File: src/rtl/pwm_action_pkg.sv
package pwm_action_pkg;

  localparam int NUM_EVT  = 6;
  localparam int ACT_W    = 2;
  localparam int CTRL_W   = NUM_EVT * ACT_W;

  // field index order inside the control word (decoded by position)
  localparam int F_ZERO   = 0;
  localparam int F_LOAD   = 1;
  localparam int F_AUP    = 2;
  localparam int F_ADOWN  = 3;
  localparam int F_BUP    = 4;
  localparam int F_BDOWN  = 5;

  typedef enum logic [ACT_W-1:0] {
    ACT_KEEP = 2'b00,
    ACT_FLIP = 2'b01,
    ACT_LOW  = 2'b10,
    ACT_HIGH = 2'b11
  } act_e;

  // strobes from the counter datapath to the action control
  typedef struct packed {
    logic atZero;
    logic atLoad;
    logic aUp;
    logic aDown;
    logic bUp;
    logic bDown;
  } evt_t;

  function automatic act_e fieldOf(input logic [CTRL_W-1:0] word, input int idx);
    return act_e'(word[idx*ACT_W +: ACT_W]);
  endfunction

endpackage

File: src/rtl/pwm_counter.sv
module pwm_counter
  import pwm_action_pkg::*;
#(
  parameter int CNT_W = 16
) (
  input  logic             clk,
  input  logic             rst_n,
  input  logic             enable,
  input  logic             upDownMode,
  input  logic [CNT_W-1:0] loadVal,
  input  logic [CNT_W-1:0] cmpA,
  input  logic [CNT_W-1:0] cmpB,
  output evt_t             evt
);

  localparam int NUM_CMP = 2;
  localparam logic [CNT_W-1:0] ONE = CNT_W'(1);

  logic [CNT_W-1:0] cnt;
  logic             goingDown;
  logic [CNT_W-1:0] cntNext;
  logic             goingDownNext;

  // counter shape
  always_comb begin
    cntNext       = cnt;
    goingDownNext = goingDown;
    if (!upDownMode) begin
      goingDownNext = 1'b0;
      cntNext       = (cnt == '0) ? loadVal : cnt - ONE;
    end else if (!goingDown) begin
      if (cnt >= loadVal) begin
        goingDownNext = 1'b1;
        cntNext       = (cnt == '0) ? '0 : cnt - ONE;
      end else begin
        cntNext = cnt + ONE;
      end
    end else begin
      if (cnt == '0) begin
        goingDownNext = 1'b0;
        cntNext       = (loadVal == '0) ? '0 : ONE;
      end else begin
        cntNext = cnt - ONE;
      end
    end
  end

  always_ff @(posedge clk or negedge rst_n) begin
    if (!rst_n) begin
      cnt       <= '0;
      goingDown <= 1'b0;
    end else if (!enable) begin
      cnt       <= '0;
      goingDown <= 1'b0;
    end else begin
      cnt       <= cntNext;
      goingDown <= goingDownNext;
    end
  end

  // comparators, one per compare value
  logic [CNT_W-1:0] cmpVal [NUM_CMP];
  logic [NUM_CMP-1:0] hitUp;
  logic [NUM_CMP-1:0] hitDown;
  logic risingNow;

  assign cmpVal[0] = cmpA;
  assign cmpVal[1] = cmpB;
  assign risingNow = upDownMode && !goingDown;

  for (genvar c = 0; c < NUM_CMP; c++) begin : g_cmp
    logic match;
    assign match      = enable && (cnt == cmpVal[c]);
    assign hitUp[c]   = match && risingNow;
    assign hitDown[c] = match && !risingNow;
  end

  always_comb begin
    evt.atZero = enable && (cnt == '0);
    evt.atLoad = enable && (cnt == loadVal);
    evt.aUp    = hitUp[0];
    evt.aDown  = hitDown[0];
    evt.bUp    = hitUp[1];
    evt.bDown  = hitDown[1];
  end

endmodule

File: src/rtl/pwm_action_ctrl.sv
module pwm_action_ctrl
  import pwm_action_pkg::*;
(
  input  logic              clk,
  input  logic              rst_n,
  input  logic              enable,
  input  logic [CTRL_W-1:0] actionCtrl,
  input  evt_t              evt,
  output logic              pwmOut
);

  act_e chosen;
  logic outNext;

  // fixed priority: zero, load, A up, A down, B up, B down
  always_comb begin
    chosen = ACT_KEEP;
    if      (evt.atZero) chosen = fieldOf(actionCtrl, F_ZERO);
    else if (evt.atLoad) chosen = fieldOf(actionCtrl, F_LOAD);
    else if (evt.aUp)    chosen = fieldOf(actionCtrl, F_AUP);
    else if (evt.aDown)  chosen = fieldOf(actionCtrl, F_ADOWN);
    else if (evt.bUp)    chosen = fieldOf(actionCtrl, F_BUP);
    else if (evt.bDown)  chosen = fieldOf(actionCtrl, F_BDOWN);
  end

  always_comb begin
    unique case (chosen)
      ACT_FLIP: outNext = ~pwmOut;
      ACT_LOW:  outNext = 1'b0;
      ACT_HIGH: outNext = 1'b1;
      default:  outNext = pwmOut;
    endcase
  end

  always_ff @(posedge clk or negedge rst_n) begin
    if (!rst_n)       pwmOut <= 1'b0;
    else if (!enable) pwmOut <= 1'b0;
    else              pwmOut <= outNext;
  end

endmodule

File: src/rtl/pwm_action_gen.sv
module pwm_action_gen
  import pwm_action_pkg::*;
#(
  parameter int CNT_W = 16
) (
  input  logic             clk,
  input  logic             rst_n,
  input  logic             enable,
  input  logic             upDownMode,
  input  logic [11:0]      actionCtrl,
  input  logic [CNT_W-1:0] loadVal,
  input  logic [CNT_W-1:0] cmpA,
  input  logic [CNT_W-1:0] cmpB,
  output logic             pwmOut
);

  evt_t evt;

  pwm_counter #(.CNT_W(CNT_W)) u_counter (
    .clk        (clk),
    .rst_n      (rst_n),
    .enable     (enable),
    .upDownMode (upDownMode),
    .loadVal    (loadVal),
    .cmpA       (cmpA),
    .cmpB       (cmpB),
    .evt        (evt)
  );

  pwm_action_ctrl u_ctrl (
    .clk        (clk),
    .rst_n      (rst_n),
    .enable     (enable),
    .actionCtrl (actionCtrl),
    .evt        (evt),
    .pwmOut     (pwmOut)
  );

endmodule

File: config.mk
export PLATFORM = sky130hd
export DESIGN_NAME = pwm_action_gen
export DESIGN_NICKNAME = d
export VERILOG_FILES = /design/src/rtl/pwm_action_pkg.sv /design/src/rtl/pwm_counter.sv /design/src/rtl/pwm_action_ctrl.sv /design/src/rtl/pwm_action_gen.sv
export SDC_FILE = /design/constraint.sdc
export NUM_CORES = 1
export LEC_CHECK = 0
export ABC_AREA = 1
export BUFFER_PORTS_ARGS = -buffer_cell sky130_fd_sc_hd__buf_2
export CORE_MARGIN = 2
export CORE_UTILIZATION = 40
export DETAILED_ROUTE_END_ITERATION = 12
export PLACE_DENSITY = 0.65
export SETUP_SLACK_MARGIN = 0.5
export SYNTH_ARGS = -nofsm -noshare
export SYNTH_HDL_FRONTEND = slang
export SYNTH_SLANG_ARGS = --single-unit
File: constraint.sdc
create_clock -name clk -period 2.33 [get_ports clk]
set_input_delay 0.466 -clock clk [delete_from_list [all_inputs] [get_ports clk]]
set_output_delay 0.466 -clock clk [all_outputs]
set_load 0.01 [all_outputs]
=== Yosys cells after proc, flatten, opt, wreduce, memory -nomap -nowiden ===
Cells that the tools add are included.

* Bits in registers: 18
* Output and inout port bits: 1
* Word-level logic and storage cells: 48

* $add $sub $neg: 2
* $lt $le $gt $ge: 1
* Equal/unequal tests: 7
* Mux-type cells: 21
* Bitwise gates (word level): 1
* Reduce and logical (&&, ||, !) cells: 13

{| class="wikitable"
|+ Operators with widths
! cell !! number
|-
| 16-bit 2-to-1 mux || 7
|-
| 16-bit equality test || 3
|-
| 16-bit logical NOT || 2
|-
| 16-bit by 1-bit adder with 16-bit output, second input constant || 1
|-
| 16-bit greater-or-equal comparator || 1
|-
| 16-bit by 1-bit subtractor with 16-bit output, second input constant || 1
|-
| 2-bit 2-to-1 mux || 6
|-
| 1-bit logical AND || 9
|-
| 1-bit 2-to-1 mux || 7
|-
| 2-bit equality test, second input constant || 2
|-
| 4-bit by 1-bit inequality test with 1-bit output, second input constant || 1
|-
| 1-bit one-hot mux with 3 select lines || 1
|-
| 2-bit by 1-bit equality test with 1-bit output, second input constant || 1
|-
| 1-bit logical NOT || 2
|-
| 1-bit inverter || 1
|}

=== Longest topological paths before layout ===
Gate-level depths: netlist of the first run.

* Word-level depth: 13
* Depth in mapped cells: 17

=== By module ===
Synthesis of the first run repeated with hierarchy kept, for this count alone.

* Cells, all modules: 536
* Area total of the unflattened synthesis: 3,215.6 um^2

{| class="wikitable"
|+ Modules (own cells, without submodules)
! module !! times used !! cells an instance !! area each (um^2) !! sequential area each (um^2)
|-
| pwm_counter || 1 || 496 || 3,009.1 || 425.4
|-
| pwm_action_ctrl || 1 || 40 || 206.4 || 25.0
|}

=== Worst setup path before layout of the first run ===
No wires, ideal clock.

* Kind: input port to flip-flop
* Start: input port loadVal[15]
* End: register u_counter.cnt[4]
* Setup time: 0.114 ns
* Data arrival time: 1.947 ns
* Required time: 2.216 ns
* Slack: 0.269 ns
* Cell stages on the path: 17
* Path buffers: 1
* Path through: inv_1 -> ha_1 -> nand2_1 -> inv_1 -> nand3_1 -> nor3_2 -> nand3_1 -> nand3_1 -> nor2_1 -> nand2_1 -> nor2_2 -> inv_2 -> buf_4 -> a21oi_1 -> nand2_1 -> nand3_1 -> inv_1

* Word-level cells in the longest chain between the ends: 5

{| class="wikitable"
|+ Ends and longest elaborated chain
! what !! line !! RTL
|-
| start, declared || pwm_action_gen.sv:11 || <nowiki>input logic [CNT_W-1:0] loadVal,</nowiki>
|-
| 16-bit greater-or-equal comparator || pwm_counter.sv:32 || <nowiki>if (cnt >= loadVal) begin</nowiki>
|-
| 16-bit 2-to-1 mux || pwm_counter.sv:32 ||
|-
| 16-bit 2-to-1 mux || pwm_counter.sv:31 || <nowiki>end else if (!goingDown) begin</nowiki>
|-
| 16-bit 2-to-1 mux || pwm_counter.sv:28 || <nowiki>if (!upDownMode) begin</nowiki>
|-
| 16-bit 2-to-1 mux || pwm_counter.sv:52 || <nowiki>end else if (!enable) begin</nowiki>
|-
| end signal, assigned || pwm_counter.sv:56 || <nowiki>cnt <= cntNext;</nowiki>
|-
| end, declared || pwm_counter.sv:19 || <nowiki>logic [CNT_W-1:0] cnt;</nowiki>
|}

No other way between the ends.
A chain may end at the register's enable or synchronous reset.

=== Worst setup path after layout of the first run ===
* Start: register u_counter.cnt[7]
* End: register u_counter.cnt[12]

* Word-level cells in the longest chain between the ends: 6

{| class="wikitable"
|+ Ends and longest elaborated chain
! what !! line !! RTL
|-
| 16-bit by 1-bit subtractor with 16-bit output / 16-bit logical NOT (equally long branches) || - ||
|-
| 16-bit 2-to-1 mux || pwm_counter.sv:34 || <nowiki>cntNext = (cnt == '0) ? '0 : cnt - ONE;</nowiki>
|-
| 16-bit 2-to-1 mux || pwm_counter.sv:32 ||
|-
| 16-bit 2-to-1 mux || pwm_counter.sv:31 ||
|-
| 16-bit 2-to-1 mux (*) || pwm_counter.sv:28 ||
|-
| 16-bit 2-to-1 mux (*) || pwm_counter.sv:52 ||
|}

Mark *: on every way between the ends. The rest lies on a longest branch, timed or not.

==> out/summary.md, run 1 <==
In the routed design, unresolved DRC markers number 0. Setup violations remaining at the end of the flow were counted as 0. Sequential cells burn 18.4% of the power.

Headroom to the max-slew limit came out at 69.93%. For the max-slew violation count, the log shows 0. Clock-pin slew was measured on the worst setup and hold paths at 80 ps. After floorplanning, the core was sized to cover 8217 µm².

Global routing used 33.68% of the available met1 tracks. Once layout is done, the placed cells without fillers occupy 4357 µm². The tools report the met3 layer usage reported by global route as 1.879%. The critical path endpoint category is a flop.

Counting along the longest clock path gives a buffer depth of 2. Synthesis inferred 18 register bits. The final period demand of the worst path works out to 2023 ps.

The flow ran to the end, and the final reports show no timing, DRC or antenna violations. Power spread over the standard cell area amounts to 541.6 nW/µm². In this run, the number of DRC markers left after iteration 0 of detailed routing was 252.

The count of H-tree levels built during CTS came out at 1. The worst setup path is of the flop to flop kind. The via count of the first global-routing pass came out at 3860. The startpoint kind of the worst setup timing path was a flop. In the post-synthesis netlist, the biggest area contributors are sky130_fd_sc_hd__nand2_1 21%, sky130_fd_sc_hd__dfrtp_1 13%, sky130_fd_sc_hd__inv_1 9.0%.

The total overflow left after global routing is 0. The congestion estimate from routability-driven global placement came to 0.9395. Across every metal layer, demand over resource in global routing totals 25.71%. The number of synthesized flops with an enable pin is 0, and the net switching component of the power is 1.209 mW. In this run the static leakage power is 2.397 nW.

For the final net count, the log shows 787. The clock net in this run drives a total of 18 sinks. Antenna diode count: 0. The number of buffers and inverters on the critical path is 2.

The number of vias after detailed routing was 4183; the post-route clock period utilization was 86.80%. Relative to the synthesized area, the layout overhead comes to 29.06%. Combinational logic burns 70.2% of the power.

Summing all placed instances gives a cell area of 4028 µm². For the total routed wirelength, the log shows 11810 µm. Cell class contributing the biggest share of worst-path delay: simple AND/OR/NAND/NOR gates. At the end of the flow the core is filled with cells to 53.02%.

In this run the worst path has a maximum fanout of 12. VDD sags by at most 331.0 µV. The total power draw is 2.360 mW. The per-cell via count in the routed design is 5.177.

The area of the die is 9190 µm². Setup repair after global routing could not meet its margin everywhere. The final setup TNS is 0 ps. The run gives 0 as the count of warnings emitted by yosys. The floorplan step set the die width to 95.87 µm. The tools report the setup clock skew after layout as 3.176 ps. The upper clock frequency limit was 494.4 MHz. The remaining antenna violation count came out at 0. The number of nets in the synthesized netlist is 691. The count of endpoints failing hold in the final timing report was 0; the routed wire length per instance was 14.62 µm. The tool flagged a number of max-cap violations equal to 0.

The vertical die dimension is 95.87 µm, and the clock latency reported for the late side of the worst-skew pair is 260 ps. Among all flip-flop cells after synthesis, the most frequent one is sky130_fd_sc_hd__dfrtp_1. Global routing used 43.82% of the available met2 tracks.

For this configuration, the core starts out at a cell density of 41.08%. The HPWL after detailed placement is 9639 µm. After synthesis the cells add up to 3376 µm². The mean instance size in the synthesized netlist is 5.552 µm², and the required time of the worst setup path is 2480 ps. For this run, the slowest stage of the critical path takes 430 ps.

The most used routing layer is met2. Cells with a size suffix above 1 make up 30.16% of the layout. Entering global routing, the biggest net connects 19 pins. The pre-antenna-repair detailed-routing pass consisted of 5 iterations. The transition time of the tightest slew-check pin was 451.0 ps; the count of cell types in the netlist was 42. The run gives 1.151 mW as the design internal power. Number of cells produced by synthesis: 608.

Walking the worst path, the cells encountered are ha_1 > nand2_1 > nor2_2 > nand3_2 > nand3_2 > nor2_2 > nand2_2 > nor2_4 > inv_4 > nand2_1 > nand3_1 > o211ai_1 > inv_1. For the worst setup path, the data arrival time is 2180 ps. Library cell used as clock root buffer: sky130_fd_sc_hd__clkbuf_8. Net switching is 51.21% of the power. The share of Yosys cell area claimed by the top area cell type came out at 20.79%. The number of clock buffers added by TritonCTS is 3. TritonCTS built the clock tree. The standard-cell row count is 33. The tools report the number of primary I/O pins as 65. Hold repair after CTS inserted 0 buffers. The library cell with the largest summed area after synthesis is sky130_fd_sc_hd__nand2_1. On the critical path, the stage with the largest delay is an instance of sky130_fd_sc_hd__dfrtp_1. The run gives 11.4% as the clock network power share. The worst hold path belongs to the class primary input to asynchronous set/reset pin. The proportion of register bits with asynchronous set or reset after synthesis works out to 100.0%.

The number of antenna violations at the first check in global routing is 0, and the first-pass GRT wire length is 18150 µm. In this run the tool buffered the top-level ports with 64 buffer cells. Sequential elements use 13.34% of the synthesized area.
[worst register-to-register path, delay by kind of cell, from the launching register on]
family          cells  cell delay, ps
simple gates        9             880
flops               1             430
fa+ha+maj           1             330
buf+inv             2             180
compound gates      1             100
[Yosys cell counts (3+ instances only)]
| library cell | instances |
|---|---|
| sky130_fd_sc_hd__inv_1 | 81 |
| sky130_fd_sc_hd__xor2_1 | 9 |
| sky130_fd_sc_hd__dfrtp_1 | 18 |
| sky130_fd_sc_hd__nor2_2 | 10 |
| sky130_fd_sc_hd__o211ai_1 | 11 |
| sky130_fd_sc_hd__ha_1 | 19 |
| sky130_fd_sc_hd__nand2_2 | 6 |
| sky130_fd_sc_hd__o21ai_0 | 21 |
| sky130_fd_sc_hd__nand2_1 | 187 |
| sky130_fd_sc_hd__nand4_1 | 11 |
| sky130_fd_sc_hd__inv_2 | 27 |
| sky130_fd_sc_hd__nor4_1 | 3 |
| sky130_fd_sc_hd__clkbuf_1 | 3 |
| sky130_fd_sc_hd__nand3_1 | 58 |
| sky130_fd_sc_hd__nor2_4 | 4 |
| sky130_fd_sc_hd__nor2_1 | 68 |
| sky130_fd_sc_hd__a31oi_1 | 4 |
| sky130_fd_sc_hd__buf_4 | 7 |
| sky130_fd_sc_hd__nor3_1 | 8 |
| sky130_fd_sc_hd__a21oi_1 | 20 |
| sky130_fd_sc_hd__xnor2_1 | 5 |
[metal layers]
metal	vias to the layer above	wire [µm]
met4	0	385
met2	184	5349
met5	-	0
met3	32	821
met1	1848	5257
li1	2119	-
[placed cells by master, fill, tap and decap left out, drive strengths merged, types with 5 or more instances in the layout]
master  instances
a21oi          20
o21ai          23
nand2         195
nor3           10
dfrtp          18
xor2            9
nand4          11
nand3          60
ha             19
buf           106
inv           109
xnor2           5
o211ai         11
nor2           84
[flip-flops by register name, indices dropped and copies added (netlist names)]
name and cells:
u_ctrl.pwmOut 1, u_counter.cnt 16, u_counter.goingDown 1
[timing repair]
item,CTS,global route
pin swaps,9,3
setup buffers,15,0
resized for setup,37,9
setup endpoints to repair,18,18
gates cloned,0,0
[cells by family (layout without fill, tap and decap cells)]
logic type / count (synthesis) / in the layout / synth area share [%]
adder cells (fa/ha/maj): 19 / 19 / 7.042
AO/OA/AOI/OAI: 64 / 64 / 11.12
flip-flops: 18 / 18 / 13.34
XOR/XNOR: 14 / 14 / 3.632
AND/OR/NAND/NOR: 368 / 368 / 49.30
buffers and inverters: 125 / 220 / 15.57
[through the flow]
stage	hold WS [ps]	instances	worst slack (ps)
final	145.5	808	307.5
after global routing	160.2	808	123.4
after CTS	158.4	808	333.5
after detailed placement	438.8	789	-59.38
after global placement	439.9	789	9.638
after floorplan	170.4	608	366.9
[final timing paths]
path | depth (start not counted) | slack, ps | endpoint | startpoint
setup / recovery | 13 | 310 | u_counter.cnt[12]$_DFF_PN0_ | u_counter.cnt[7]$_DFF_PN0_
hold / removal | 1 | 150 | u_counter.cnt[1]$_DFF_PN0_ | rst_n
setup reg to reg | 13 | 310 | u_counter.cnt[12]$_DFF_PN0_ | u_counter.cnt[7]$_DFF_PN0_
hold reg to reg | 5 | 730 | u_ctrl.pwmOut$_DFFE_PN0P_ | u_ctrl.pwmOut$_DFFE_PN0P_
max in group asynchronous | 1 | 1850 | u_counter.cnt[6]$_DFF_PN0_ | rst_n
min in group clk | 6 | 580 | u_ctrl.pwmOut$_DFFE_PN0P_ | actionCtrl[0]
[area by class of cell]
class	instances	area, µm²
inverter	110	440.4
multi-input combinational	465	2608
tap	105	131.4
timing repair buffer	106	666.9
clock buffer	4	55.05
sequential	18	455.4
fill	869	3860
[power groups by stage]
stage | Clock (mW) | Combinational [mW] | Sequential (mW)
after global placement | 0 | 1.44 | 0.436
after global routing | 0.284 | 1.82 | 0.441
after detailed placement | 0 | 1.46 | 0.438
final | 0.269 | 1.66 | 0.435
after CTS | 0.270 | 1.61 | 0.431
after floorplan | 0 | 1.04 | 0.431
No activity file was read; power rests on OpenSTA's default activity.
==> run 2: changes to the inputs <==
==> constraint.sdc (replaced) <==
create_clock -name clk -period 2.6 [get_ports clk]
set_input_delay 0.52 -clock clk [delete_from_list [all_inputs] [get_ports clk]]
set_output_delay 0.52 -clock clk [all_outputs]
set_load 0.01 [all_outputs]
==> out/summary.md, run 2 (synthesis results as in run 1) <==
The number of buffers created by CTS is 3 (unchanged), and the width of the die is 95.87 µm (unchanged). The final period demand of the worst path works out to 2050 ps (was 2023 ps). The max-cap check violation count came out at 0 (unchanged).

The number of endpoints failing setup at the final stage was 0 (unchanged). The top fanout value on the critical path is 7 (was 12), and the part of the total power dissipated in combinational logic is 68.2% (was 70.2%). The clock network power share is 12.1% (was 11.4%). The classification of the worst-slack hold path is primary input to asynchronous set/reset pin (unchanged). The required time of the worst setup path was 2770 ps (was 2480 ps). For the portion of total power attributed to sequential cells, the log shows 19.6% (was 18.4%). The tools report the smallest hold slack as 207.3 ps (was 145.5 ps). The maximum buffer depth of the clock tree is 2 (unchanged), and the per-cell via count in the routed design is 5.186 (was 5.177).

The residual DRC count came out at 0 (unchanged). The post-route clock period utilization was 78.86% (was 86.80%); the worst voltage drop across the vdd grid was 283.3 µV (was 331.0 µV). The transition time of the tightest slew-check pin came out at 490.0 ps (was 451.0 ps). The number of clock sinks is 18 (unchanged), and the synthesis-to-finish area growth is 25.43% (was 29.06%). The area of the core came out at 8217 µm² (unchanged). The final design instance area without fill was 4234 µm² (was 4357 µm²). The sum of overflow across all layers after global routing was 0 (unchanged).

The standby leakage power is 2.320 nW (was 2.397 nW). The final weighted congestion in routability-driven placement is 1.013 (was 0.9395), and the final net count is 773 (was 787). DRC violation total after the first TritonRoute iteration: 274 (was 252). Critical path endpoint category: a flop (unchanged).

The vertical die dimension is 95.87 µm (unchanged). Commonest cells after routing, fill and taps aside: 184 x sky130_fd_sc_hd__nand2_1, 77 x sky130_fd_sc_hd__inv_1, 64 x sky130_fd_sc_hd__buf_2, 59 x sky130_fd_sc_hd__nor2_1, 50 x sky130_fd_sc_hd__nand3_1 (was 184 x sky130_fd_sc_hd__nand2_1, 72 x sky130_fd_sc_hd__inv_1, 64 x sky130_fd_sc_hd__buf_2, 59 x sky130_fd_sc_hd__nor2_1, 52 x sky130_fd_sc_hd__nand3_1). Data arrival at the endpoint of the critical path: 2220 ps (was 2180 ps). The design internal power was 992.6 µW (was 1.151 mW). The total of buffers placed on input and output ports is 64 (unchanged), and the initial core utilization is 41.08% (unchanged). The logs give 65 (unchanged) for the number of primary I/O pins and 9353 µm (was 9639 µm) for the HPWL after detailed placement. The tools report the setup clock skew after layout as 2.703 ps (was 3.176 ps). The total routed wirelength is 11770 µm (was 11810 µm). The startpoint kind of the worst setup timing path was a flop (unchanged).

The run gives 4118 (was 4183) as the number of vias after detailed routing. The share of total power consumed by net switching works out to 52.03% (was 51.21%). For the overall global routing resource usage, the log shows 25.75% (was 25.71%). The tools report the library cell used as clock root buffer as sky130_fd_sc_hd__clkbuf_8 (unchanged). The flow ran to the end, and the final reports show no timing, DRC or antenna violations. The number of flip-flops in the largest register is 16 (unchanged). The logs give 3820 µm² (was 4028 µm²) for the total placed instance area and 0 (unchanged) for the max-slew violation count.

The fraction of final layout cells with drive strength greater than 1 was 28.59% (was 30.16%); the maximum number of pins on one net before global-route repair was 19 (unchanged). The tightest slew margin relative to the limit came out at 67.33% (was 69.93%). The category of the critical setup timing path was flop to flop (unchanged).

Final setup TNS: 0 ps (unchanged). For the net switching component of the power, the log shows 1.077 mW (was 1.209 mW). TritonCTS built the clock tree.

Setup repair after global routing could not meet its margin everywhere. The run gives 51.53% (was 53.02%) as the post-layout utilization of the core. Number of iterations in the first detailed-routing pass: 5 (unchanged). The tools report the number of antenna violations at the first check in global routing as 0 (unchanged).

The most common cell after layout, fill and taps aside is sky130_fd_sc_hd__nand2_1 (unchanged). The tools report the clock latency reported for the late side of the worst-skew pair as 260 ps (about the same). The first-pass GRT wire length is 18270 µm (was 18150 µm), and the count of H-tree levels built during CTS is 1 (unchanged). The antenna diode count is 0 (unchanged), and the standard-cell row count is 33 (unchanged). Remaining antenna violation count: 0 (unchanged). The routed wire length per instance was 14.82 µm (was 14.62 µm); the upper clock frequency limit was 487.7 MHz (was 494.4 MHz). The register ranked first by flip-flop count was u_counter.cnt (unchanged). The via count of the first global-routing pass was 3867 (was 3860).

Area of the die: 9190 µm² (unchanged). The count of endpoints failing hold in the final timing report is 0 (unchanged), and the cell area power density is 488.8 nW/µm² (was 541.6 nW/µm²). The clock-pin slew reported for the worst setup and hold paths after clock tree synthesis is 80 ps (about the same). Registers with the most flip-flops: u_counter.cnt (16), u_counter.goingDown (1), u_ctrl.pwmOut (1) (unchanged).
## run 2: power by group through the flow
stage | Clock [mW] | Combinational [mW] | Sequential (mW)
2_1_floorplan | 0 | 0.907 | 0.379
3_3_place_gp | 0 | 1.20 | 0.409
3_5_place_dp | 0 | 1.21 | 0.412
4_1_cts | 0.252 | 1.25 | 0.403
5_1_grt | 0.260 | 1.57 | 0.411
6_report | 0.251 | 1.41 | 0.407
## run 2: layout make-up
| cell class | instances | area, µm² |
|---|---|---|
| Timing Repair Buffer | 92 | 565.5 |
| Fill cell | 873 | 3983 |
| Clock buffer | 4 | 55.05 |
| Multi-Input combinational cell | 465 | 2596 |
| Inverter | 110 | 425.4 |
| Sequential cell | 18 | 460.4 |
| Tap cell | 105 | 131.4 |
## run 2: through the flow
step / std cells / setup WS (ps) / power, mW
final: 794 / 549.6 / 2.069
after global routing: 794 / 417.2 / 2.245
after CTS: 782 / 468.4 / 1.909
after detailed placement: 775 / 166.2 / 1.623
after global placement: 775 / 273.3 / 1.604
after floorplan: 608 / 505.2 / 1.286
## run 2: worst paths after layout
path | from | endpoint | slack, ps | cells past startpoint
hold reg to reg | u_counter.cnt[0]$_DFF_PN0_ | u_counter.cnt[0]$_DFF_PN0_ | 710 | 3
setup / recovery | u_counter.cnt[1]$_DFF_PN0_ | u_counter.cnt[11]$_DFF_PN0_ | 550 | 13
min in group clk | actionCtrl[0] | u_ctrl.pwmOut$_DFFE_PN0P_ | 620 | 6
hold / removal | rst_n | u_counter.cnt[5]$_DFF_PN0_ | 210 | 1
setup reg to reg | u_counter.cnt[1]$_DFF_PN0_ | u_counter.cnt[11]$_DFF_PN0_ | 550 | 13
max in group asynchronous | rst_n | u_counter.cnt[13]$_DFF_PN0_ | 2030 | 1
## run 2: routing by layer
layer	global-route usage (%)	part of all wire (%)
met1	33.87	45
met2	45.34	47
met3	1.096	5.5
met4	8.095	2.3
met5	0	0
## run 2: critical path, stage by stage, from the launching register on
cell,delay [ps]
sky130_fd_sc_hd__dfrtp_2,490
sky130_fd_sc_hd__ha_4,290
sky130_fd_sc_hd__nand3_2,60
sky130_fd_sc_hd__o211ai_1,240
sky130_fd_sc_hd__nand2_1,80
sky130_fd_sc_hd__o211ai_1,80
sky130_fd_sc_hd__nand2_1,80
sky130_fd_sc_hd__nand2_2,100
sky130_fd_sc_hd__nor2_4,70
sky130_fd_sc_hd__buf_6,150
sky130_fd_sc_hd__a31oi_1,120
sky130_fd_sc_hd__o21ai_1,80
sky130_fd_sc_hd__nand2_1,60
sky130_fd_sc_hd__inv_1,40
## run 2: repair_timing
action                                  4_1_cts  5_1_grt
buffers inserted                              3       12
hold endpoints to repair                      0        0
pin swaps                                     6       18
hold buffers                                  0        0
resized for setup                            15       48
endpoints found under the setup margin       18       18
==> run 3: changes to the inputs <==
==> constraint.sdc (replaced) <==
create_clock -name clk -period 1.95 [get_ports clk]
set_input_delay 0.39 -clock clk [delete_from_list [all_inputs] [get_ports clk]]
set_output_delay 0.39 -clock clk [all_outputs]
set_load 0.01 [all_outputs]
==> out/summary.md, run 3 (synthesis results as in run 1) <==
The HPWL after detailed placement was 10090 µm (was 9353 µm). The logs give 12320 µm (was 11770 µm) for the total routed wirelength and 0 (unchanged) for the max-cap check violation count. The critical path endpoint category was a flop (unchanged). The post-layout utilization of the core is 57.97% (was 51.53%), and the fraction of final layout cells with drive strength greater than 1 is 35.94% (was 28.59%).

The number of placed instances, taps included is 837 (was 775), and the area of the core is 8217 µm² (unchanged). The count of H-tree levels built during CTS is 1 (unchanged), and the final setup TNS is -1487 ps (was 0 ps). Setup repair after global routing could not meet its margin everywhere. Initial core utilization: 41.08% (unchanged).

The count of endpoints failing hold in the final timing report was 0 (unchanged); the post-route non-filler standard cell count was 848 (was 794). The final reports fail on negative setup slack. The number of clock sinks is 18 (unchanged), and the cell area power density is 639.9 nW/µm² (was 488.8 nW/µm²). The tools report the sum of overflow across all layers after global routing as 0 (unchanged).

The synthesis-to-finish area growth works out to 41.10% (was 25.43%). For the max-slew violation count, the log shows 0 (unchanged). The tools report the endpoint of the worst-slack reg-to-reg timing path as u_counter.cnt[14]$_DFF_PN0_ (was u_counter.cnt[11]$_DFF_PN0_). The launching element of the worst setup path was u_counter.cnt[3]$_DFF_PN0_ (was u_counter.cnt[1]$_DFF_PN0_).

Post-route worst setup slack: -135.2 ps (was 549.6 ps). The standard-cell row count is 33 (unchanged), and the total of buffers placed on input and output ports is 64 (unchanged). The tools report the number of fill cells in the layout as 819 (was 873). The startpoint kind of the worst setup timing path is a flop (unchanged). The area of the die came out at 9190 µm² (unchanged).

The top fanout value on the critical path works out to 5 (was 7). The DRC violation total after the first TritonRoute iteration was 197 (was 274). Via count of the first global-routing pass: 4268 (was 3867). Remaining antenna violation count: 0 (unchanged).

Most common cell after layout, fill and taps aside: sky130_fd_sc_hd__nand2_1 (unchanged). The clock latency reported for the late side of the worst-skew pair was 250 ps (was 260 ps); the residual DRC count was 0 (unchanged). The run gives 2.633 nW (was 2.320 nW) as the standby leakage power.

The final period demand of the worst path is 2085 ps (was 2050 ps). The tightest slew margin relative to the limit is 70.21% (was 67.33%). For the total power draw, the log shows 3.048 mW (was 2.069 mW). The setup clock skew after layout was 6.875 ps (was 2.703 ps). The tools report the overall global routing resource usage as 26.68% (was 25.75%). The logs give -140 ps (was 550 ps) for the setup slack on the worst flop-to-flop path and 2 (unchanged) for the maximum buffer depth of the clock tree. The register ranked first by flip-flop count is u_counter.cnt (unchanged). Category of the critical setup timing path: flop to flop (unchanged). Commonest cells after routing, fill and taps aside: 175 x sky130_fd_sc_hd__nand2_1, 75 x sky130_fd_sc_hd__inv_1, 67 x sky130_fd_sc_hd__buf_4, 65 x sky130_fd_sc_hd__buf_2, 56 x sky130_fd_sc_hd__nor2_1 (was 184 x sky130_fd_sc_hd__nand2_1, 77 x sky130_fd_sc_hd__inv_1, 64 x sky130_fd_sc_hd__buf_2, 59 x sky130_fd_sc_hd__nor2_1, 50 x sky130_fd_sc_hd__nand3_1). For the maximum number of pins on one net before global-route repair, the log shows 19 (unchanged). The per-cell via count in the routed design is 5.111 (was 5.186), and the upper clock frequency limit is 479.6 MHz (was 487.7 MHz).

The tools report the required time of the worst setup path as 2140 ps (was 2770 ps). The clock-pin slew reported for the worst setup and hold paths after clock tree synthesis was 70 ps (was 80 ps); the final net count was 827 (was 773). The worst reg-to-reg path cell count is 13 (unchanged).

The post-route clock period utilization was 106.9% (was 78.86%); the first-pass GRT wire length was 19140 µm (was 18270 µm). The routed wire length per instance is 14.53 µm (was 14.82 µm). The library cell used as clock root buffer is sky130_fd_sc_hd__clkbuf_8 (unchanged). The antenna diode count is 0 (unchanged). Worst voltage drop across the vdd grid: 396.4 µV (was 283.3 µV).

Vertical die dimension: 95.87 µm (unchanged). The tools report the number of buffers created by CTS as 3 (unchanged). The data arrival at the endpoint of the critical path is 2280 ps (was 2220 ps), and the number of flip-flops in the largest register is 16 (unchanged). TritonCTS built the clock tree. Classification of the worst-slack hold path: primary input to asynchronous set/reset pin (unchanged).

The flow ran to the end, but the final reports show violations. The number of antenna violations at the first check in global routing came out at 0 (unchanged). The logs give 4334 (was 4118) for the number of vias after detailed routing and 1.033 (was 1.013) for the final weighted congestion in routability-driven placement. The number of iterations in the first detailed-routing pass was 8 (was 5).

The destination of the critical timing path is u_counter.cnt[14]$_DFF_PN0_ (was u_counter.cnt[11]$_DFF_PN0_). Registers with the most flip-flops: u_counter.cnt (16), u_counter.goingDown (1), u_ctrl.pwmOut (1) (unchanged). The tools report the number of endpoints failing setup at the final stage as 17 (was 0). The width of the die is 95.87 µm (unchanged), and the transition time of the tightest slew-check pin is 446.9 ps (was 490.0 ps). Origin of the critical flop-to-flop path: u_counter.cnt[3]$_DFF_PN0_ (was u_counter.cnt[1]$_DFF_PN0_). The number of primary I/O pins is 65 (unchanged). The run gives 0 (unchanged) as the post-cts hold buffer count.
[run 3: per-stage QoR]
| stage | setup WS [ps] | cell area [µm²] | hold slack [ps] |
|---|---|---|---|
| after floorplan | 36.29 | 3425 | 94.41 |
| after global placement | -185.6 | 4334 | 357.0 |
| after detailed placement | -305.6 | 4334 | 359.8 |
| after CTS | -98.44 | 4517 | 80.20 |
| after global routing | -228.0 | 4763 | 100.6 |
| final | -135.2 | 4763 | 69.60 |
[run 3: worst min-delay path by stage]
stage,to,slack (ps),depth (start not counted),from
global route,u_counter.cnt[2]$_DFF_PN0_,100,1,rst_n
floorplan,u_counter.cnt[0]$_DFF_PN0_,90,0,rst_n
global placement,u_counter.goingDown$_DFF_PN0_,360,1,rst_n
finish,u_counter.goingDown$_DFF_PN0_,70,1,rst_n
detailed placement,u_counter.cnt[2]$_DFF_PN0_,360,1,rst_n
CTS,u_counter.goingDown$_DFF_PN0_,80,1,rst_n
[run 3: final cells by class]
cell class                      instances  area, µm²  area share (%)
Timing Repair Buffer                  146      994.7           20.88
Sequential cell                        18      454.2           9.535
Multi-Input combinational cell        465       2700           56.69
Clock buffer                            4      55.05           1.156
Inverter                              110      427.9           8.983
Tap cell                              105      131.4           2.758
[run 3: repair_timing]
action | CTS | global route
setup endpoints to repair | 18 | 18
cloned | 1 | 0
resized for setup | 30 | 59
pin swaps | 9 | 29
buffers inserted | 1 | 5
[run 3: routing by layer]
layer	global-route usage [%]	wire [µm]	up-vias
met3	1.723	670	30
met1	33.52	5282	1949
met4	11.79	452	0
li1	-	-	2197
met2	46.79	5917	158
met5	0	0	-
[run 3: critical path: stages, from the launching register on]
cell and delay [ps]:
sky130_fd_sc_hd__dfrtp_1 420, sky130_fd_sc_hd__ha_1 360, sky130_fd_sc_hd__a21oi_1 160, sky130_fd_sc_hd__o211ai_1 120
sky130_fd_sc_hd__nand2_1 80, sky130_fd_sc_hd__o211ai_1 90, sky130_fd_sc_hd__nand2_1 90, sky130_fd_sc_hd__nand2_2 80
sky130_fd_sc_hd__nor2_4 150, sky130_fd_sc_hd__buf_2 190, sky130_fd_sc_hd__nand2_1 60, sky130_fd_sc_hd__o211ai_1 80
sky130_fd_sc_hd__nand3_1 90, sky130_fd_sc_hd__inv_1 60
[run 3: power breakdown]
part	leakage, nW	switching (mW)	internal [mW]
registers	0.234	0.0695	0.436
logic	2.37	1.32	0.918
clock network	0.0288	0.130	0.179
